## src/rtl/pnc_pkg.sv

```systemverilog
package pnc_pkg;
  // Correlator accumulator width: sample width plus growth over the code length
  function automatic int acc_width(input int sample_w, input int code_len);
    return sample_w + $clog2(code_len);
  endfunction
endpackage

```

## src/rtl/pnc_tap_chain.sv

```systemverilog
module pnc_tap_chain #(
  parameter int SW = 7,
  parameter int LEN = 31,
  parameter logic [LEN-1:0] CODE = '1,
  parameter int AW = 12
) (
  input  logic                 clk,
  input  logic                 rst,
  input  logic                 en,
  input  logic signed [SW-1:0] x,
  output logic signed [AW-1:0] sum_next,
  output logic signed [AW-1:0] sum_q
);
  localparam int LIMIT = LEN * (2 ** (SW - 1));

  logic signed [AW-1:0] xp, xn;
  logic signed [AW-1:0] stg [LEN];
  logic signed [AW-1:0] nxt [LEN];

  assign xp = {{(AW-SW){x[SW-1]}}, x};
  assign xn = -xp;

  // Stage k weights the sample that is k samples old with code bit LEN-1-k
  for (genvar k = 0; k < LEN; k++) begin : g_tap
    if (k == LEN - 1) begin : g_end
      assign nxt[k] = CODE[LEN-1-k] ? xp : xn;
    end else begin : g_mid
      assign nxt[k] = stg[k+1] + (CODE[LEN-1-k] ? xp : xn);
    end
  end

  always_ff @(posedge clk) begin
    if (rst) begin
      for (int k = 0; k < LEN; k++) stg[k] <= '0;
    end else if (en) begin
      for (int k = 0; k < LEN; k++) stg[k] <= nxt[k];
    end
  end

  assign sum_next = nxt[0];
  assign sum_q    = stg[0];


  corr_range_chk: assert property (@(posedge clk) disable iff (rst)
    (int'(sum_q) <= LIMIT) && (int'(sum_q) >= -LIMIT));
endmodule

```

## src/rtl/pnc_power.sv

```systemverilog
module pnc_power #(
  parameter int AW = 12,
  parameter int PW = 24
) (
  input  logic                 clk,
  input  logic                 rst,
  input  logic                 en1,
  input  logic                 en2,
  input  logic signed [AW-1:0] ci,
  input  logic signed [AW-1:0] cq,
  output logic [PW-1:0]        pwr_q,
  output logic [PW-1:0]        avg_q,
  output logic [PW:0]          hi,
  output logic [PW:0]          lo
);
  logic [AW-1:0]        ai, aq;
  logic [AW:0]          asum;
  logic [PW-1:0]        sq_q;
  logic signed [PW+1:0] diff, step;

  assign ai   = ci[AW-1] ? AW'(-ci) : AW'(ci);
  assign aq   = cq[AW-1] ? AW'(-cq) : AW'(cq);
  assign asum = {1'b0, ai} + {1'b0, aq};

  assign diff = signed'({2'b00, sq_q}) - signed'({2'b00, avg_q});
  assign step = diff >>> 3;

  assign hi = {1'b0, avg_q} + {2'b00, avg_q[PW-1:1]} + {3'b000, avg_q[PW-1:2]};
  assign lo = {1'b0, avg_q} + {5'b00000, avg_q[PW-1:4]} + {6'b000000, avg_q[PW-1:5]};

  always_ff @(posedge clk) begin
    if (rst) begin
      pwr_q <= '0;
      sq_q  <= '0;
      avg_q <= '0;
    end else begin
      if (en1) begin
        pwr_q <= PW'(ai) * PW'(ai) + PW'(aq) * PW'(aq);
        sq_q  <= PW'(asum) * PW'(asum);
      end
      if (en2) avg_q <= PW'(signed'({2'b00, avg_q}) + step);
    end
  end


  avg_hold_chk: assert property (@(posedge clk) disable iff (rst)
    !en2 |=> $stable(avg_q));
endmodule

```

## src/rtl/pnc_peak.sv

```systemverilog
module pnc_peak #(
  parameter int PW = 24,
  parameter int LEN = 31,
  parameter int PEAKS = 3
) (
  input  logic          clk,
  input  logic          rst,
  input  logic          en2,
  input  logic          full,
  input  logic [PW-1:0] pwr,
  input  logic [PW:0]   hi,
  input  logic [PW:0]   lo,
  output logic          out_valid_q,
  output logic          peak_q,
  output logic          pilot_q,
  output logic [PW-1:0] mag_q
);
  localparam int GW = $clog2(LEN + 2);
  localparam int KW = $clog2(PEAKS + 1);

  logic [PW-1:0] mx_q;
  logic [GW-1:0] gap_q, gap_nx;
  logic [KW-1:0] streak_q, streak_nx;
  logic below, over, newmax, pk;

  assign below  = {1'b0, pwr} < lo;
  assign over   = {1'b0, pwr} > hi;
  assign newmax = pwr > mx_q;
  assign pk     = !below && over && newmax;

  always_comb begin
    gap_nx    = gap_q;
    streak_nx = streak_q;
    if (full) begin
      if (pk) begin
        gap_nx = GW'(1);
        if (gap_q == GW'(LEN))
          streak_nx = (streak_q == KW'(PEAKS)) ? streak_q : streak_q + KW'(1);
        else
          streak_nx = KW'(1);
      end else begin
        if (gap_q != GW'(LEN + 1)) gap_nx = gap_q + GW'(1);
        if (gap_q == GW'(LEN)) streak_nx = '0;
      end
    end
  end

  always_ff @(posedge clk) begin
    if (rst) begin
      out_valid_q <= 1'b0;
      peak_q      <= 1'b0;
      pilot_q     <= 1'b0;
      mag_q       <= '0;
      mx_q        <= '0;
      gap_q       <= '0;
      streak_q    <= '0;
    end else begin
      out_valid_q <= en2 && full;
      peak_q      <= en2 && full && pk;
      if (en2) begin
        mx_q     <= below ? '0 : (newmax ? pwr : mx_q);
        mag_q    <= pwr;
        gap_q    <= gap_nx;
        streak_q <= streak_nx;
        pilot_q  <= streak_nx >= KW'(PEAKS);
      end
    end
  end


  peak_valid_chk: assert property (@(posedge clk) disable iff (rst)
    peak_q |-> out_valid_q);

  pilot_rise_chk: assert property (@(posedge clk) disable iff (rst)
    $rose(pilot_q) |-> peak_q);
endmodule

```

## src/rtl/pn_pilot_correlator.sv

```systemverilog
module pn_pilot_correlator #(
  parameter int SAMPLE_W = 7,
  parameter int CODE_LEN = 31,
  parameter logic [CODE_LEN-1:0] CODE = 31'h3C8AD2E7,
  parameter int PEAKS_NEEDED = 3
) (
  input  logic                       clk,
  input  logic                       rst,
  input  logic                       in_valid,
  input  logic signed [SAMPLE_W-1:0] in_i,
  input  logic signed [SAMPLE_W-1:0] in_q,
  output logic                       out_valid,
  output logic                       peak,
  output logic                       pilot,
  output logic [2*(SAMPLE_W+$clog2(CODE_LEN))-1:0] mag,
  output logic [2*(SAMPLE_W+$clog2(CODE_LEN))-1:0] strength
);
  import pnc_pkg::*;
  localparam int AW = acc_width(SAMPLE_W, CODE_LEN);
  localparam int PW = 2 * AW;
  localparam int CW = $clog2(CODE_LEN + 1);

  logic signed [AW-1:0] ci_nx, cq_nx, ci_q, cq_q;
  logic [PW-1:0] pwr_q, avg_q;
  logic [PW:0]   hi, lo;
  logic [CW-1:0] cnt_q;
  logic          v1_q, full1_q;

  always_ff @(posedge clk) begin
    if (rst) begin
      cnt_q   <= '0;
      v1_q    <= 1'b0;
      full1_q <= 1'b0;
    end else begin
      v1_q <= in_valid;
      if (in_valid) begin
        full1_q <= cnt_q >= CW'(CODE_LEN - 1);
        if (cnt_q != CW'(CODE_LEN)) cnt_q <= cnt_q + CW'(1);
      end
    end
  end

  pnc_tap_chain #(.SW(SAMPLE_W), .LEN(CODE_LEN), .CODE(CODE), .AW(AW)) u_chain_i (
    .clk(clk), .rst(rst), .en(in_valid), .x(in_i), .sum_next(ci_nx), .sum_q(ci_q));
  pnc_tap_chain #(.SW(SAMPLE_W), .LEN(CODE_LEN), .CODE(CODE), .AW(AW)) u_chain_q (
    .clk(clk), .rst(rst), .en(in_valid), .x(in_q), .sum_next(cq_nx), .sum_q(cq_q));

  pnc_power #(.AW(AW), .PW(PW)) u_power (
    .clk(clk), .rst(rst), .en1(in_valid), .en2(v1_q), .ci(ci_nx), .cq(cq_nx),
    .pwr_q(pwr_q), .avg_q(avg_q), .hi(hi), .lo(lo));

  pnc_peak #(.PW(PW), .LEN(CODE_LEN), .PEAKS(PEAKS_NEEDED)) u_peak (
    .clk(clk), .rst(rst), .en2(v1_q), .full(full1_q), .pwr(pwr_q), .hi(hi), .lo(lo),
    .out_valid_q(out_valid), .peak_q(peak), .pilot_q(pilot), .mag_q(mag));

  assign strength = avg_q;


  valid_latency_chk: assert property (@(posedge clk) disable iff (rst)
    out_valid |-> $past(in_valid, 2));

  peak_level_chk: assert property (@(posedge clk) disable iff (rst)
    peak |-> ({1'b0, mag} > {1'b0, $past(strength)}));

  idle_hold_chk: assert property (@(posedge clk) disable iff (rst)
    !in_valid |=> ($stable(ci_q) && $stable(cq_q)));
endmodule

```

## config.mk

```make
export PLATFORM = sky130hd
export DESIGN_NAME = pn_pilot_correlator
export DESIGN_NICKNAME = d
export VERILOG_FILES = /design/src/rtl/pnc_pkg.sv /design/src/rtl/pnc_tap_chain.sv /design/src/rtl/pnc_power.sv /design/src/rtl/pnc_peak.sv /design/src/rtl/pn_pilot_correlator.sv
export SDC_FILE = /design/constraint.sdc
export NUM_CORES = 2
export LEC_CHECK = 0
export CORE_MARGIN = 2
export CORE_UTILIZATION = 45
export DETAILED_ROUTE_END_ITERATION = 10
export GPL_ROUTABILITY_DRIVEN = 0
export REMOVE_ABC_BUFFERS = 1
export SYNTH_ARGS = -nofsm -noshare
export SYNTH_HDL_FRONTEND = slang
export SYNTH_SLANG_ARGS = --single-unit
```

## constraint.sdc

```tcl
create_clock -name clk -period 21.4 [get_ports clk]
set_clock_uncertainty 0.15 [all_clocks]
set_input_delay 2.14 -clock clk [delete_from_list [all_inputs] [get_ports clk]]
set_output_delay 2.14 -clock clk [all_outputs]
set_load 0.02 [all_outputs]
```

# == After elaboration in Yosys (flattened, before gate mapping) ==
# Memories as Yosys holds them, arrays and structs flattened.
# Index checks and enable logic that the tools add are counted.
# op_classes
n_addsub,75
multipliers,3
order_cmp,5
eq_ne,4
mux,78
n_bitwise,62
n_reduce_logical,10
# ops
cell,count
2-to-1 mux 12 bit,64
adder 12 x 7 -> 12 bit,32
adder 12 bit,28
bitwise OR 1 bit,62
multiplier 12 x 12 -> 24 bit,2
2-to-1 mux 24 bit,2
adder 24 x 20 -> 25 bit,1
adder 24 x 23 -> 25 bit,1
adder 25 x 19 -> 25 bit,1
adder 25 x 22 -> 25 bit,1
> comparator 24 x 25 -> 1 bit,1
< comparator 24 x 25 -> 1 bit,1
subtractor 24 x 24 -> 25 bit,1
adder 24 x 22 -> 24 bit,1
adder 24 bit,1
> comparator 24 bit,1
multiplier 13 x 13 -> 24 bit,1
negation 12 bit,2
negation 7 -> 12 bit,2
adder 12 x 12 -> 13 bit,1
2-to-1 mux 6 bit,2
2-to-1 mux 2 bit,5
adder 6 x 1 -> 6 bit (second input constant),1
equality test 6 x 5 -> 1 bit (second input constant),1
13 further kinds,22
# word_totals
regBits,138
ramBits,744
input_bits,17
output_inout_bits,51
wordCells,252
memories,2
# memory_table
name,words,word_bits,rd,rd_ports_with_merged_regs,write_ports,line,text
u_chain_i.stg,31,12,30,0,31,pnc_tap_chain.sv:17,logic signed [AW-1:0] stg [LEN];
u_chain_q.stg,31,12,30,0,31,pnc_tap_chain.sv:17,

# == Longest topological paths before layout ==
# logic_depth
depth_word,9
depth_mapped,46
depth_no_buf,45

# == By module ==
# A second synthesis with hierarchy kept.
# unflattened
cells_unflattened,8185
hier_area_um2,79582.6
# modules_own_cells
mod,instances,cells_per_inst,area_per_inst_um2,seq_area_each_um2
pnc_tap_chain (u_chain_q),1,2755,28129.5,11020.6
pnc_tap_chain (u_chain_i),1,2584,26789.4,11020.6
pnc_power,1,2289,20046.7,1401.3
pnc_peak,1,526,4296.6,1181.1
pn_pilot_correlator,1,31,320.3,140.1

# == Worst setup path after synthesis ==
# No wires, ideal clock.
# synth_path
path_kind,input -> register
from,in in_valid
to,mem u_chain_i.stg[8][4] (netlist: u_chain_i.stg[0][100]) (enable)
setup_ns,1.049
t_arrival_ns,16.379
required_time_ns,20.201
path_slack_ns,3.822
path_stages,4
path_buffers,2
cell_sequence,clkbuf_1 -> nor2_1 -> clkbuf_1 -> inv_1
# synth_rtl
item,line,text
start: declaration,pn_pilot_correlator.sv:9,"input logic in_valid,"
end: declaration,pnc_tap_chain.sv:17,

# == Worst setup path after layout ==
# layout_path
from,in in_q[0]
to,reg u_power.sq_q[22]
# layout_between
elab_chain_len,6
# layout_rtl
item,line,text
start: declaration,pn_pilot_correlator.sv:11,"input logic signed [SAMPLE_W-1:0] in_q,"
negation 7 -> 12 bit *,pnc_tap_chain.sv:21,assign xn = -xp;
adder 12 bit *,pnc_tap_chain.sv:28,assign nxt[k] = stg[k+1] + (CODE[LEN-1-k] ? xp : xn);
negation 12 bit,pnc_power.sv:22,assign aq = cq[AW-1] ? AW'(-cq) : AW'(cq);
2-to-1 mux 12 bit *,pnc_power.sv:22,
adder 12 x 12 -> 13 bit *,pnc_power.sv:23,"assign asum = {1'b0, ai} + {1'b0, aq};"
multiplier 13 x 13 -> 24 bit *,pnc_power.sv:39,sq_q <= PW'(asum) * PW'(asum);
end signal: assignment,pnc_power.sv:39,
end: declaration,pnc_power.sv:18,logic [PW-1:0] sq_q;
# Mark *: on every way between the ends. The rest lies on a longest branch, timed or not.
# A chain may end at the register's enable or synchronous reset.

==> flow_summary.yaml <==
clock_tree:
  ctsLongestPathBuffers: 3
  cts.sinks: 846
  clk-insertion-delay-late_ns: 0.76
  numCtsBuffers: 101
  post_cts.repair.setup_buffers: 0
  cts.reportedPaths.clkPinSlew_ns: 0.06
  cts_hold_buffers: 0
  cts_tree: "yes"
  htree_num_levels: 3
  cts_resized: 0
  clk_root_buffer_cell: "sky130_fd_sc_hd__clkbuf_16"
sta:
  fmax_mhz: 70.3
  worst_slew_margin_rel: 0.189
  setup_violations: 0
  fin_crit_sh: 0.665
  timing_worst_slew_pin_value_ns: 1.21
  final-hold-violation-count: 0
  rsz0062_at_grt: "false"
  fin_setup_tns_ns: 0
  timing.final.max_slew_violations: 0
  fin_crit_ns: 14.23
global_route:
  global_route_wire_length_before_repair_um: 269000
  grt_antenna_before_repair: 1
  grt_pass1_vias: 52800
  grt_start_max_net_pins: 180
  globalRouteOverflowTotal: 0
  grt_util_all_layers: 0.200
job:
  max-cap-violations: 0
detailed_routing:
  drc: 0
  vias_per_cell: 5.33
  route.final.wire_length_um: 163000
  post_detailed_route_wirelength_per_cell_um: 16.7
  drt_pass1_iterations: 5
  drtIter0Drc: 2791
  vias: 52000
  final_antenna_net_count: 0
die:
  start_util: 0.454
  floorplan.core_area_um2: 161000
  die_height_um: 407
  design.die.area_um2: 165000
  io_pins: 68
  floorplan_die_width_um: 407
  row_count: 147
critical_path:
  worst_ep_required_ns: 21.79
  setup.worst_path.class: "in2reg"
  cp_data_arrival_time_ns: 14.62
  critPathSlowestCell: "sky130_fd_sc_hd__xnor2_1"
  end_kind: "flip-flop"
  cp_slowest_stage_delay_ns: 0.60
  crit_fanout: 32
  startpoint_type: "input port"
placement:
  dp_hpwl_um: 117000
  numPortBuffers: 67
synth:
  synth_top_area_share: 0.292
  synth.ff_latch_count: 846
  postSynth.asyncResetShare: 0
  summed_instance_area_of_the_synthesized_netlist_um2: 72900
  synth_flop_cell: "sky130_fd_sc_hd__edfxtp_1"
  synth_enable_flop_cells: 710
  synthDominantAreaCellType: "sky130_fd_sc_hd__edfxtp_1"
  synth_area_leaders: "sky130_fd_sc_hd__edfxtp_1 (29%), sky130_fd_sc_hd__ha_1 (17%), sky130_fd_sc_hd__fa_1 (11%)"
  synth-seq-area-share: 0.330
  syn-mean-instance-area_um2: 9.86
  ys.warnings.count: 0
  synth.lib_cells_used.distinct: 93
  netlist_instances: 7396
layout:
  final_cell_mix: "sky130_fd_sc_hd__ha_1 (997), sky130_fd_sc_hd__inv_1 (942), sky130_fd_sc_hd__nor2_1 (807), sky130_fd_sc_hd__edfxtp_1 (710), sky130_fd_sc_hd__a21oi_1 (544)"
  syn_to_final_growth_pct: 9.35
  layout.filler_cells: 14800
  final_layout_size_suffix_gt1_frac: 0.0389
  antenna_cells_inserted: 0
  postLayoutCoreUtil: 0.496
  most_common_cell_after_layout_fill_and_taps_aside: "sky130_fd_sc_hd__ha_1"
  final-seq-area_um2: 24000
  fin_nets: 8930
  area_of_the_multi_input_gates_um2: 45000
worst_hold_path:
  hold_path_class: "reg2reg"
outcome:
  status: "finished clean"
## cell usage after synthesis (all sizes together) (10+ instances only)
library cell and n:
mux2i 71, and3 23, a22oi 25, a21boi 111, ha 997, inv 947, nand2 250, nand4 15
a2111oi 61, o21ai 386, nor2b 133, xnor2 389, nor2 807, dfxtp 136, or3 106, a211oi 26
a21oi 553, nor3b 32, a21o 154, clkbuf 122, nor3 191, o21a 20, fa 401, o21bai 178
o211ai 10, nand3 49, nand2b 33, a31oi 26, buf 12, or2 27, xor2 211, and2 75
nor4 10, edfxtp 710
## per-layer routing
metal / GRT usage / part of all wire / wire (µm) / vias up
met5: 0 / 0.000098 / 16 / -
met4: 0.0484 / 0.023 / 3710 / 2
met3: 0.0231 / 0.031 / 5080 / 223
met2: 0.350 / 0.49 / 79100 / 641
met1: 0.265 / 0.46 / 75100 / 25300
li1: - / - / - / 25900
## cells by family (layout without fill, tap and decap cells)
| group | after synthesis | in the layout | synth area share |
|---|---|---|---|
| other | 2 | 16 | 0.000103 |
| adder cells (fa/ha/maj) | 1398 | 1398 | 0.281 |
| buffers and inverters | 1090 | 1273 | 0.0562 |
| AO/OA/AOI/OAI | 1613 | 1613 | 0.137 |
| multiplexers | 73 | 73 | 0.0101 |
| AND/OR/NAND/NOR | 1774 | 1774 | 0.113 |
| flip-flops | 846 | 846 | 0.330 |
| XOR/XNOR | 600 | 600 | 0.0727 |
## final cells by class
| cell class | count | area share |
|---|---|---|
| timing repair buffer | 136 | 0.0149 |
| clock inverter | 61 | 0.00822 |
| inverter | 956 | 0.0451 |
| tap | 2160 | 0.0339 |
| sequential | 846 | 0.301 |
| clock buffer | 120 | 0.0327 |
| multi-input combinational | 5474 | 0.564 |
## worst paths after layout
check	cells past startpoint	start	end	slack (ns)
worst max-delay path	43	in_q[0]	u_power.sq_q[22]	7.17
worst min register to register	2	u_peak.pilot_q	u_peak.pilot_q	0.32
worst max register to register	37	u_chain_i.stg[0][13]	u_power.sq_q[22]	10.32
worst min-delay path	2	u_peak.pilot_q	u_peak.pilot_q	0.32
## stage by stage
stage	instances	hold WS [ns]	instance area, µm²	setup WS [ns]
3_5_place_dp	9572	0.317	76500	6.50
6_report	9753	0.317	79800	7.17
2_1_floorplan	7276	0.279	72500	4.23
4_1_cts	9753	0.326	79800	7.25
3_3_place_gp	9572	0.317	76500	7.08
5_1_grt	9753	0.343	79800	6.25
## critical path, delay by kind of cell
family	cells	cell delay, ns
AOI/OAI and AO/OA	11	2.23
xor gates and xnor gates	4	1.77
adders and majority gates	9	3.97
buffers and inverters	10	2.67
and+or+nand+nor	9	1.73
## registers in the layout, summed over array words and instances (netlist names)
signal	count
u_chain_i.stg	355
u_chain_q.stg	355
u_peak.mag_q	24
u_peak.mx_q	24
u_power.avg_q	24
u_power.pwr_q	23
u_power.sq_q	23
u_peak.gap_q	6
cnt_q	5
u_peak.streak_q	2
full1_q	1
u_peak.out_valid_q	1
u_peak.peak_q	1
u_peak.pilot_q	1
v1_q	1
Power is left out: the tool's default activity adds up to more than one toggle a clock period on the data nets, which glitch-free logic cannot reach.
